--- config.mk ---
export PLATFORM = sky130hd
export DESIGN_NAME = ccd_router
export DESIGN_NICKNAME = d
export VERILOG_FILES = /design/src/rtl/ccd_pkg.sv /design/src/rtl/ccd_decode.sv /design/src/rtl/ccd_cfg_regs.sv /design/src/rtl/ccd_seq.sv /design/src/rtl/ccd_router.sv
export SDC_FILE = /design/constraint.sdc
export NUM_CORES = 1
export LEC_CHECK = 0
export BUFFER_PORTS_ARGS = -buffer_cell sky130_fd_sc_hd__buf_2
export CORE_UTILIZATION = 59
export CTS_CLUSTER_SIZE = 24
export DETAILED_ROUTE_END_ITERATION = 8
export PLACE_DENSITY = 0.93
export REMOVE_ABC_BUFFERS = 1
export SLEW_MARGIN = 25
export SYNTH_ARGS = -nofsm -noshare
export SYNTH_HDL_FRONTEND = slang
export SYNTH_SLANG_ARGS = --single-unit
--- constraint.sdc ---
create_clock -name clk -period 8.04 [get_ports clk]
set_input_delay 0.804 -clock clk [delete_from_list [all_inputs] [get_ports clk]]
set_output_delay 0.804 -clock clk [all_outputs]
set_load 0.05 [all_outputs]
--- src/rtl/ccd_pkg.sv ---
package ccd_pkg;

    typedef enum logic [1:0] {
        SZ_BYTE = 2'd0,
        SZ_HALF = 2'd1,
        SZ_WORD = 2'd2,
        SZ_RSVD = 2'd3
    } acc_size_e;

    typedef enum logic [1:0] {
        TGT_NONE = 2'd0,
        TGT_SYS  = 2'd1,
        TGT_CFG  = 2'd2,
        TGT_NFC  = 2'd3
    } tgt_e;

endpackage

--- src/rtl/ccd_decode.sv ---
module ccd_decode
    import ccd_pkg::*;
#(
    parameter int PAGE_W = 8,
    parameter int OFF_W  = 8,
    parameter int BASE_W = 32,
    parameter int SYS_PAGE = 0,
    parameter int CFG_PAGE = 1
) (
    input  logic [PAGE_W-1:0] page,
    input  logic              win_en,
    input  logic [BASE_W-1:0] win_base,
    output tgt_e              tgt
);

    localparam int SPAN_W = PAGE_W + OFF_W;

    logic [BASE_W-1:0] page_base;
    logic              win_match;

    always_comb begin
        page_base = BASE_W'({page, {OFF_W{1'b0}}});
        win_match = win_en && (page_base == win_base);
        if (page == PAGE_W'(SYS_PAGE)) begin
            tgt = TGT_SYS;
        end else if (page == PAGE_W'(CFG_PAGE)) begin
            tgt = TGT_CFG;
        end else if (win_match) begin
            tgt = TGT_NFC;
        end else begin
            tgt = TGT_NONE;
        end
    end

    initial begin
        if (BASE_W < SPAN_W) $error("base narrower than address");
    end

endmodule

--- src/rtl/ccd_cfg_regs.sv ---
module ccd_cfg_regs #(
    parameter int OFF_W    = 8,
    parameter int BASE_W   = 32,
    parameter int CMD_OFF  = 'h04,
    parameter int BASE_OFF = 'h10,
    parameter int EN_BIT   = 1
) (
    input  logic              clk,
    input  logic              rst_n,
    input  logic              acc,
    input  logic              we,
    input  logic [OFF_W-1:0]  off,
    input  logic [7:0]        wdata,
    output logic [7:0]        rdata,
    output logic              win_en,
    output logic [BASE_W-1:0] win_base
);

    localparam int NBYTES = BASE_W / 8;

    typedef struct packed {
        logic              en;
        logic [BASE_W-1:0] base;
    } cfg_t;

    cfg_t cfg_d, cfg_q;
    logic [NBYTES-1:0] lane_hit;
    logic              cmd_hit;

    assign cmd_hit = (off == OFF_W'(CMD_OFF));

    genvar g;
    generate
        for (g = 0; g < NBYTES; g++) begin : g_lane
            assign lane_hit[g] = (off == OFF_W'(BASE_OFF + g));
        end
    endgenerate

    always_comb begin
        cfg_d = cfg_q;
        rdata = 8'h00;
        if (cmd_hit) begin
            rdata[EN_BIT] = cfg_q.en;
            if (acc && we) begin
                cfg_d.en = wdata[EN_BIT];
            end
        end
        for (int k = 0; k < NBYTES; k++) begin
            if (lane_hit[k]) begin
                rdata = cfg_q.base[8*k +: 8];
                if (acc && we) begin
                    cfg_d.base[8*k +: 8] = wdata;
                end
            end
        end
    end

    always_ff @(posedge clk) begin
        if (!rst_n) begin
            cfg_q <= '0;
        end else begin
            cfg_q <= cfg_d;
        end
    end

    assign win_en   = cfg_q.en;
    assign win_base = cfg_q.base;

endmodule

--- src/rtl/ccd_seq.sv ---
module ccd_seq
    import ccd_pkg::*;
#(
    parameter int ADDR_W = 16,
    parameter int HOST_W = 32
) (
    input  logic              clk,
    input  logic              rst_n,
    input  logic              req_valid,
    input  logic              req_write,
    input  logic [1:0]        req_size,
    input  logic [ADDR_W-1:0] req_addr,
    input  logic [HOST_W-1:0] req_wdata,
    output logic              req_ready,
    output logic              rsp_done,
    output logic [HOST_W-1:0] rsp_rdata,
    output logic              b_active,
    output logic              b_we,
    output logic [ADDR_W-1:0] b_addr,
    output logic [7:0]        b_wdata,
    input  logic [7:0]        b_rdata
);

    localparam int LANES = HOST_W / 8;
    localparam int IDX_W = (LANES > 1) ? $clog2(LANES) : 1;

    typedef struct packed {
        logic              busy;
        logic              done;
        logic              we;
        logic [ADDR_W-1:0] addr;
        logic [HOST_W-1:0] wdata;
        logic [HOST_W-1:0] rdata;
        logic [IDX_W-1:0]  idx;
        logic [IDX_W-1:0]  last;
    } seq_t;

    seq_t seq_d, seq_q;
    int   nbytes;

    always_comb begin
        case (req_size)
            SZ_HALF: nbytes = 2;
            SZ_WORD: nbytes = 4;
            default: nbytes = 1;
        endcase
        if (nbytes > LANES) nbytes = LANES;
    end

    always_comb begin
        seq_d      = seq_q;
        seq_d.done = 1'b0;
        if (!seq_q.busy) begin
            if (req_valid) begin
                seq_d.busy  = 1'b1;
                seq_d.we    = req_write;
                seq_d.addr  = req_addr;
                seq_d.wdata = req_wdata;
                seq_d.rdata = '0;
                seq_d.idx   = '0;
                seq_d.last  = IDX_W'(nbytes - 1);
            end
        end else begin
            if (!seq_q.we) begin
                seq_d.rdata[int'(seq_q.idx)*8 +: 8] = b_rdata;
            end
            if (seq_q.idx == seq_q.last) begin
                seq_d.busy = 1'b0;
                seq_d.done = 1'b1;
            end else begin
                seq_d.idx = seq_q.idx + 1'b1;
            end
        end
    end

    always_ff @(posedge clk) begin
        if (!rst_n) begin
            seq_q <= '0;
        end else begin
            seq_q <= seq_d;
        end
    end

    assign req_ready = !seq_q.busy;
    assign rsp_done  = seq_q.done;
    assign rsp_rdata = seq_q.rdata;
    assign b_active  = seq_q.busy;
    assign b_we      = seq_q.we;
    assign b_addr    = seq_q.addr + ADDR_W'(seq_q.idx);
    assign b_wdata   = seq_q.wdata[int'(seq_q.idx)*8 +: 8];

endmodule

--- src/rtl/ccd_router.sv ---
module ccd_router
    import ccd_pkg::*;
#(
    parameter int ADDR_W   = 16,
    parameter int HOST_W   = 32,
    parameter int OFF_W    = 8,
    parameter int BASE_W   = 32,
    parameter int CMD_OFF  = 'h04,
    parameter int BASE_OFF = 'h10
) (
    input  logic              clk,
    input  logic              rst_n,
    input  logic              host_valid,
    input  logic              host_write,
    input  logic [1:0]        host_size,
    input  logic [ADDR_W-1:0] host_addr,
    input  logic [HOST_W-1:0] host_wdata,
    output logic              host_ready,
    output logic              host_done,
    output logic [HOST_W-1:0] host_rdata,
    output logic              sys_req,
    output logic              sys_we,
    output logic [OFF_W-1:0]  sys_off,
    output logic [7:0]        sys_wdata,
    input  logic [7:0]        sys_rdata,
    output logic              nfc_req,
    output logic              nfc_we,
    output logic [OFF_W-1:0]  nfc_off,
    output logic [7:0]        nfc_wdata,
    input  logic [7:0]        nfc_rdata
);

    localparam int PAGE_W = ADDR_W - OFF_W;

    logic              b_active;
    logic              b_we;
    logic [ADDR_W-1:0] byte_addr;
    logic [7:0]        b_wdata;
    logic [7:0]        b_rdata;
    logic [7:0]        cfg_rdata;
    logic              cfg_acc;
    logic              win_en;
    logic [BASE_W-1:0] win_base;
    tgt_e              tgt;

    ccd_seq #(
        .ADDR_W (ADDR_W),
        .HOST_W (HOST_W)
    ) u_seq (
        .clk       (clk),
        .rst_n     (rst_n),
        .req_valid (host_valid),
        .req_write (host_write),
        .req_size  (host_size),
        .req_addr  (host_addr),
        .req_wdata (host_wdata),
        .req_ready (host_ready),
        .rsp_done  (host_done),
        .rsp_rdata (host_rdata),
        .b_active  (b_active),
        .b_we      (b_we),
        .b_addr    (byte_addr),
        .b_wdata   (b_wdata),
        .b_rdata   (b_rdata)
    );

    ccd_decode #(
        .PAGE_W (PAGE_W),
        .OFF_W  (OFF_W),
        .BASE_W (BASE_W)
    ) u_decode (
        .page     (byte_addr[ADDR_W-1:OFF_W]),
        .win_en   (win_en),
        .win_base (win_base),
        .tgt      (tgt)
    );

    ccd_cfg_regs #(
        .OFF_W    (OFF_W),
        .BASE_W   (BASE_W),
        .CMD_OFF  (CMD_OFF),
        .BASE_OFF (BASE_OFF)
    ) u_cfg (
        .clk      (clk),
        .rst_n    (rst_n),
        .acc      (cfg_acc),
        .we       (b_we),
        .off      (byte_addr[OFF_W-1:0]),
        .wdata    (b_wdata),
        .rdata    (cfg_rdata),
        .win_en   (win_en),
        .win_base (win_base)
    );

    always_comb begin
        sys_req = b_active && (tgt == TGT_SYS);
        nfc_req = b_active && (tgt == TGT_NFC);
        cfg_acc = b_active && (tgt == TGT_CFG);
        case (tgt)
            TGT_SYS: b_rdata = sys_rdata;
            TGT_CFG: b_rdata = cfg_rdata;
            TGT_NFC: b_rdata = nfc_rdata;
            default: b_rdata = 8'h00;
        endcase
    end

    assign sys_we    = b_we;
    assign sys_off   = byte_addr[OFF_W-1:0];
    assign sys_wdata = b_wdata;
    assign nfc_we    = b_we;
    assign nfc_off   = byte_addr[OFF_W-1:0];
    assign nfc_wdata = b_wdata;

endmodule

Word-level counts from Yosys, hierarchy flattened
Index checks and enable logic that the tools add are counted.
- input port bits: 70
- register bits: 120
- bitwise logic cells: 1
- shift operators: 3
- multiplexer cells: 19
- order comparisons: 1
- reduce and logical (&&, ||, !) cells: 17
- equal/unequal tests: 15
- add/subtract/negate cells: 4
- operators with widths (kind ; number):
    $mux 36 ; 1
    $mux 34 ; 1
    $neg 5->33 ; 1
    $shift 8x33->32 const A ; 1
    $shiftx 8x33->32 ; 1
    $bwmux 32 ; 1
    $eq 16x32->1 ; 1
    $eq 8x5->1 const B ; 4
    $mux 32 ; 1
    $mux 8 ; 4
    $shiftx 32x6->8 ; 1
    $pmux 8 s3 ; 1
    $reduce_and 2->1 ; 9
    $add 16x2->16 ; 1
    $mux 2 ; 6
    $eq 8x1->1 const B ; 1
    $eq 8x3->1 const B ; 1
    $logic_not 8->1 ; 1
    $eq 2x2->1 const B ; 3
    $pmux 3 s2 ; 1
    $logic_and 1x1->1 ; 5
    $eq 2x1->1 const B ; 2
    $ne 2x2->1 const B ; 2
    $gt 3x3->1 const B ; 1
    other kinds (7) ; 9

Longest topological paths before layout
- depth in word-level cells: 12
- gate-level depth with buffers: 11
- depth with buffers taken out: 9

By module
A second synthesis with hierarchy kept.
- cell total of the unflattened synthesis: 676
- area, all modules: 6302.3 µm²
- modules (own cells, without submodules) (module ; cells each ; instances ; area each (µm²)):
    ccd_seq ; 459 ; 1 ; 4201.5
    ccd_cfg_regs ; 150 ; 1 ; 1556.5
    ccd_router ; 41 ; 1 ; 337.8
    ccd_decode ; 26 ; 1 ; 206.4

Worst setup path after synthesis
OpenSTA, ideal clock, no wires.
- kind: register -> output
- start: register u_seq.seq_q[2] in the netlist's numbering
- end: output port sys_req
- stages on the path, launching flop included: 11
- data arrival time: 3.387 ns
- required time: 7.236 ns
- path buffers: 2
- setup slack: 3.849 ns
- cell sequence: dfxtp_1 ha_1 fa_1 buf_2 nand3_1 nor4_1 and4b_1 o22ai_2 or2_2 clkbuf_1 nor3_1
- word-level cells in the longest chain between the ends: 8
- elaborated cells on any way between the ends: 10
- classes of those cells: add/sub: 1; eq/ne: 3; mux: 3; reduce/logical: 3
- RTL lines (element ; RTL line ; text):
    start: declaration ; ccd_seq.sv:38 ; seq_t seq_d, seq_q;
    start signal: assignment ; ccd_seq.sv:80 ; seq_q <= seq_d;
    $add 16x2->16 * ; ccd_seq.sv:89 ; assign b_addr = seq_q.addr + ADDR_W'(seq_q.idx);
    $eq 16x32->1 ; ccd_decode.sv:23 ; win_match = win_en && (page_base == win_base);
    $logic_and 1x1->1 ; ccd_decode.sv:23 ;
    $mux 2 ; ccd_decode.sv:28 ; end else if (win_match) begin
    $mux 2 ; ccd_decode.sv:26 ; end else if (page == PAGE_W'(CFG_PAGE)) begin
    $mux 2 * ; ccd_decode.sv:24 ; if (page == PAGE_W'(SYS_PAGE)) begin
    $eq 2x1->1 * ; ccd_router.sv:96 ; sys_req = b_active && (tgt == TGT_SYS);
    $logic_and 1x1->1 * ; ccd_router.sv:96 ;
    end: declaration ; ccd_router.sv:21 ; output logic sys_req,
Every way passes the cells marked *; elsewhere a longest branch is shown, timed or not.

Worst setup path in the final report
- start: register u_seq.seq_q[2] in the netlist's numbering
- end: output port nfc_req
- word-level cells in the longest chain between the ends: 8
- elaborated cells on any way between the ends: 10
- classes of those cells: add/sub: 1; eq/ne: 3; mux: 3; reduce/logical: 3
- RTL lines (element ; RTL line ; text):
    $add 16x2->16 * ; ccd_seq.sv:89 ;
    $eq 16x32->1 ; ccd_decode.sv:23 ;
    $logic_and 1x1->1 ; ccd_decode.sv:23 ;
    $mux 2 ; ccd_decode.sv:28 ;
    $mux 2 ; ccd_decode.sv:26 ;
    $mux 2 * ; ccd_decode.sv:24 ;
    $eq 2x2->1 * ; ccd_router.sv:97 ; nfc_req = b_active && (tgt == TGT_NFC);
    $logic_and 1x1->1 * ; ccd_router.sv:97 ;
    end: declaration ; ccd_router.sv:26 ; output logic nfc_req,
Marks and branches as above.

==> metrics.md <==
| Metric | Value |
|---|---|
| Yosys top cell area share | `37.25%` |
| Diodes inserted | `0` |
| Worst slew pin tran | `968.2 ps` |
| ANT nets after route | `0` |
| Gr usage total | `between 20% and 30%` |
| DIE AREA | `0.01135 mm^2` |
| Synthesized cell area | `0.006450 mm^2` |
| Hold_buf cts | `0` |
| Hold Crit Depth | `2` |
| Synthesized flop and latch total | `120` |
| Core area | `approximately 0.010 mm^2` |
| Layout area overhead | `15.67%` |
| Outcome | `finished clean` |
| Max Freq | `180.2 MHz` |
| Syn_area_per_cell | `slightly below 9 um^2` |
| Startpoint types | `flip-flop` |
| Nets | `870` |
| Dominant cell type by area after synthesis | `dfxtp_1` |
| Min-Delay Endpoint | `u_seq.rsp_rdata[4]` |
| Synth area leaders | `dfxtp_1 (37%), nand2_1 (9.3%), a21boi_0 (6.1%)` |
| Hold Fails Final Rpt | `0` |
| R2R depth | `9` |
| WP depth | `9` |
| CTS Sinks | `120` |
| Peak VDD IR | `196.2 uV` |
| CP Class | `flip-flop to output pin` |
| YS warnings | `0` |
| WL per Instance | `16.63 um` |
| Setup crit end kind | `output pin` |
| CP max FO | `18` |
| Worst EP required | `7240 ps` |
| CTS tree | `yes` |
| Number of global-route vias before repair | `5186` |
| Clk root buf | `clkbuf_8` |
| Layout Cells excl Fill | `941` |
| Maxcap violations | `0` |
| Post-route cell area | `0.007461 mm^2` |
| Initial Utilization | `61.65%` |
| Most common cell after layout, fill and taps aside | `nand2_1` |
| Clk slew on worst S/H paths | `60 ps` |
| Crit path time final | `5549 ps` |
| DRC viols | `0` |
| First-pass GRT wire length | `25240 um` |
| Largest stage delay, worst path | `950 ps` |
| CP top delay family | `simple AND/OR/NAND/NOR gates` |
| Skew final | `8.825 ps` |
| Drt first-iter violations | `between 300 and 400` |
| Most frequent cells in the layout | `nand2_1 (158), buf_2 (139), dfxtp_1 (120)` |
| Port Buffers | `139` |
| Maximum clock path buffer count | `2` |
| EDFF count, synth | `0` |
| CP most frequent cell | `nor4_4` |
| Setup Fix Bufs, Post-CTS | `0` |
| Tcrit/Tclk final | `about 70%` |
| RSZ-0062 raised after global routing | `no` |
| I/O pins | `140` |
| Layout cell share with drive strength beyond 1 | `25.84%` |
| Core Util, Final | `71.31%` |
| Worst r2r src | `u_seq.seq_q[2]` |
| Antenna violations before repair | `0` |
| WHS | `roughly 450 ps` |
| R2R setup slack | `3330 ps` |
| Hold WC Path Type | `flip-flop to flip-flop` |
| Post-synthesis async set-or-reset flop share | `0%` |
| DP HPWL | `10800 um` |
| Largest net degree at the start of global routing | `93` |
| Fillers | `806` |
| Slew Limit Fails | `0` |
| Setup TNS | `0 ps` |
| Min-delay src | `u_seq.rsp_rdata[4]` |
| Post-CTS sizing | `0` |
| H-tree depth | `4` |
| Pwr dens | `224.4 mW/mm^2` |
| Die height | `106.6 um` |
| Routed WL | `15650 um` |
| Num CTS Buffers | `17` |
| Slowest-stage cell, CP | `dfxtp_1` |
| Cell row count | `37` |
| Final setup fails | `0` |
| WP data arrival | `~4800 ps` |
| Primary FF master, synth | `dfxtp_1` |
| Synthesized instance count | `729` |
| Placement-stage cell area | `0.006808 mm^2` |
| Bufs and invs on worst path | `1` |
| Drt first pass iters | `4` |
| Total gr overflow | `0` |
| Chip Width | `106.6 um` |
| Slew HR | `35.22%` |
| Routability congestion estimate | `0.9990` |
| Worst-path cell chain | `ha_1 > fa_1 > nand4_2 > nor4_4 > xor2_4 > o221ai_2 > nor4_4 > and4_1 > buf_2` |
| Post-synthesis cell type count | `63` |
| R2R Path End | `u_cfg.win_base[10]` |
| Worst-skew pair later-pin latency | `roughly 520 ps` |
| Vias | `5489` |
| Pleak | `slightly below 3 nW` |
| Placed instance count | `909` |
| Seq/Total Area, Yosys | `37.25%` |
| Via density | `5.833` |
[power breakdown]
part	leakage (nW)	internal, mW	switching [mW]	total (mW)
logic	1.66	0.0671	0.142	0.209
registers	0.975	0.613	0.0229	0.636
clock network	0.316	0.545	0.284	0.830
[worst reg2reg max path: cells and delay by family (launching register included)]
| kind | cells | cell delay (ps) |
|---|---|---|
| xor+xnor | 1 | 790 |
| fa+ha+maj | 2 | 890 |
| flops | 1 | 950 |
| mux | 1 | 280 |
| simple gates | 5 | 1690 |
[cells by family (layout without fill, tap and decap cells)]
| logic type | Yosys count | in the layout | synth area share (%) |
|---|---|---|---|
| adder cells (fa/ha/maj) | 8 | 8 | 1.668 |
| buffers and inverters | 105 | 181 | 9.040 |
| XOR/XNOR | 16 | 16 | 2.677 |
| multiplexers | 52 | 52 | 11.21 |
| flip-flops | 120 | 120 | 37.25 |
| AO/OA/AOI/OAI | 135 | 135 | 14.47 |
| AND/OR/NAND/NOR | 293 | 293 | 23.69 |
[registers in the layout, summed over array words and instances, names as in the netlist]
| name | flops |
|---|---|
| u_cfg.win_base | 32 |
| u_cfg.win_en | 1 |
| u_seq.b_active | 1 |
| u_seq.b_we | 1 |
| u_seq.rsp_done | 1 |
| u_seq.rsp_rdata | 32 |
| u_seq.seq_q | 52 |
[final cells by class]
cell class / count / area [um^2] / share of cell area (%)
Clock buffer: 18 / 427.9 / 5.735
Clock inverter: 14 / 220.2 / 2.952
Inverter: 8 / 30.03 / 0.4025
Multi-Input combinational cell: 504 / 3480 / 46.64
Sequential cell: 120 / 2402 / 32.20
Tap cell: 136 / 170.2 / 2.281
Timing Repair Buffer: 141 / 730.7 / 9.794
[through the flow]
step / setup WS, ps / total power, mW
2_1_floorplan: 3329 / 0.7850
3_3_place_gp: 3188 / 0.8480
3_5_place_dp: 3067 / 0.8535
4_1_cts: 2481 / 1.678
5_1_grt: 2204 / 1.727
6_report: 2491 / 1.675
[cells in the mapped netlist (3+ instances only)]
master and instances:
nor4_1 6, a211oi_1 9, dfxtp_1 120, mux4_2 15
xnor2_1 5, ha_1 7, nor2b_1 38, a21oi_1 9
xor2_1 9, mux2i_1 34, nand4b_1 5, clkbuf_1 43
nand3_1 12, buf_2 4, o21ai_0 37, a21boi_0 52
and4_1 4, nor2_1 13, buf_4 49, nor3_1 12
a41oi_1 7, nand4_1 20, nor4_4 6, inv_1 8
nand2_1 159, or3_1 3
[worst max path at each step]
stage                     slack, ps      end      startpoint
after detailed placement       3070  nfc_req  u_seq.seq_q[2]
after floorplan                3330  sys_req  u_seq.seq_q[2]
final                          2490  nfc_req  u_seq.seq_q[2]
after global placement         3190  nfc_req  u_seq.seq_q[2]
after CTS                      2480  nfc_req  u_seq.seq_q[2]
after global routing           2200  nfc_req  u_seq.seq_q[2]
[metal layers]
metal  GRT usage [%]  part of all wire (%)  vias to the layer above
met1           35.08                    43                     2513
met5               0                     0                        -
met3           6.622                   7.2                       42
met2           47.68                    48                      289
li1                -                     -                     2645
met4           10.37                   2.5                        0
Note: power is estimated with default switching activity, not from simulation.
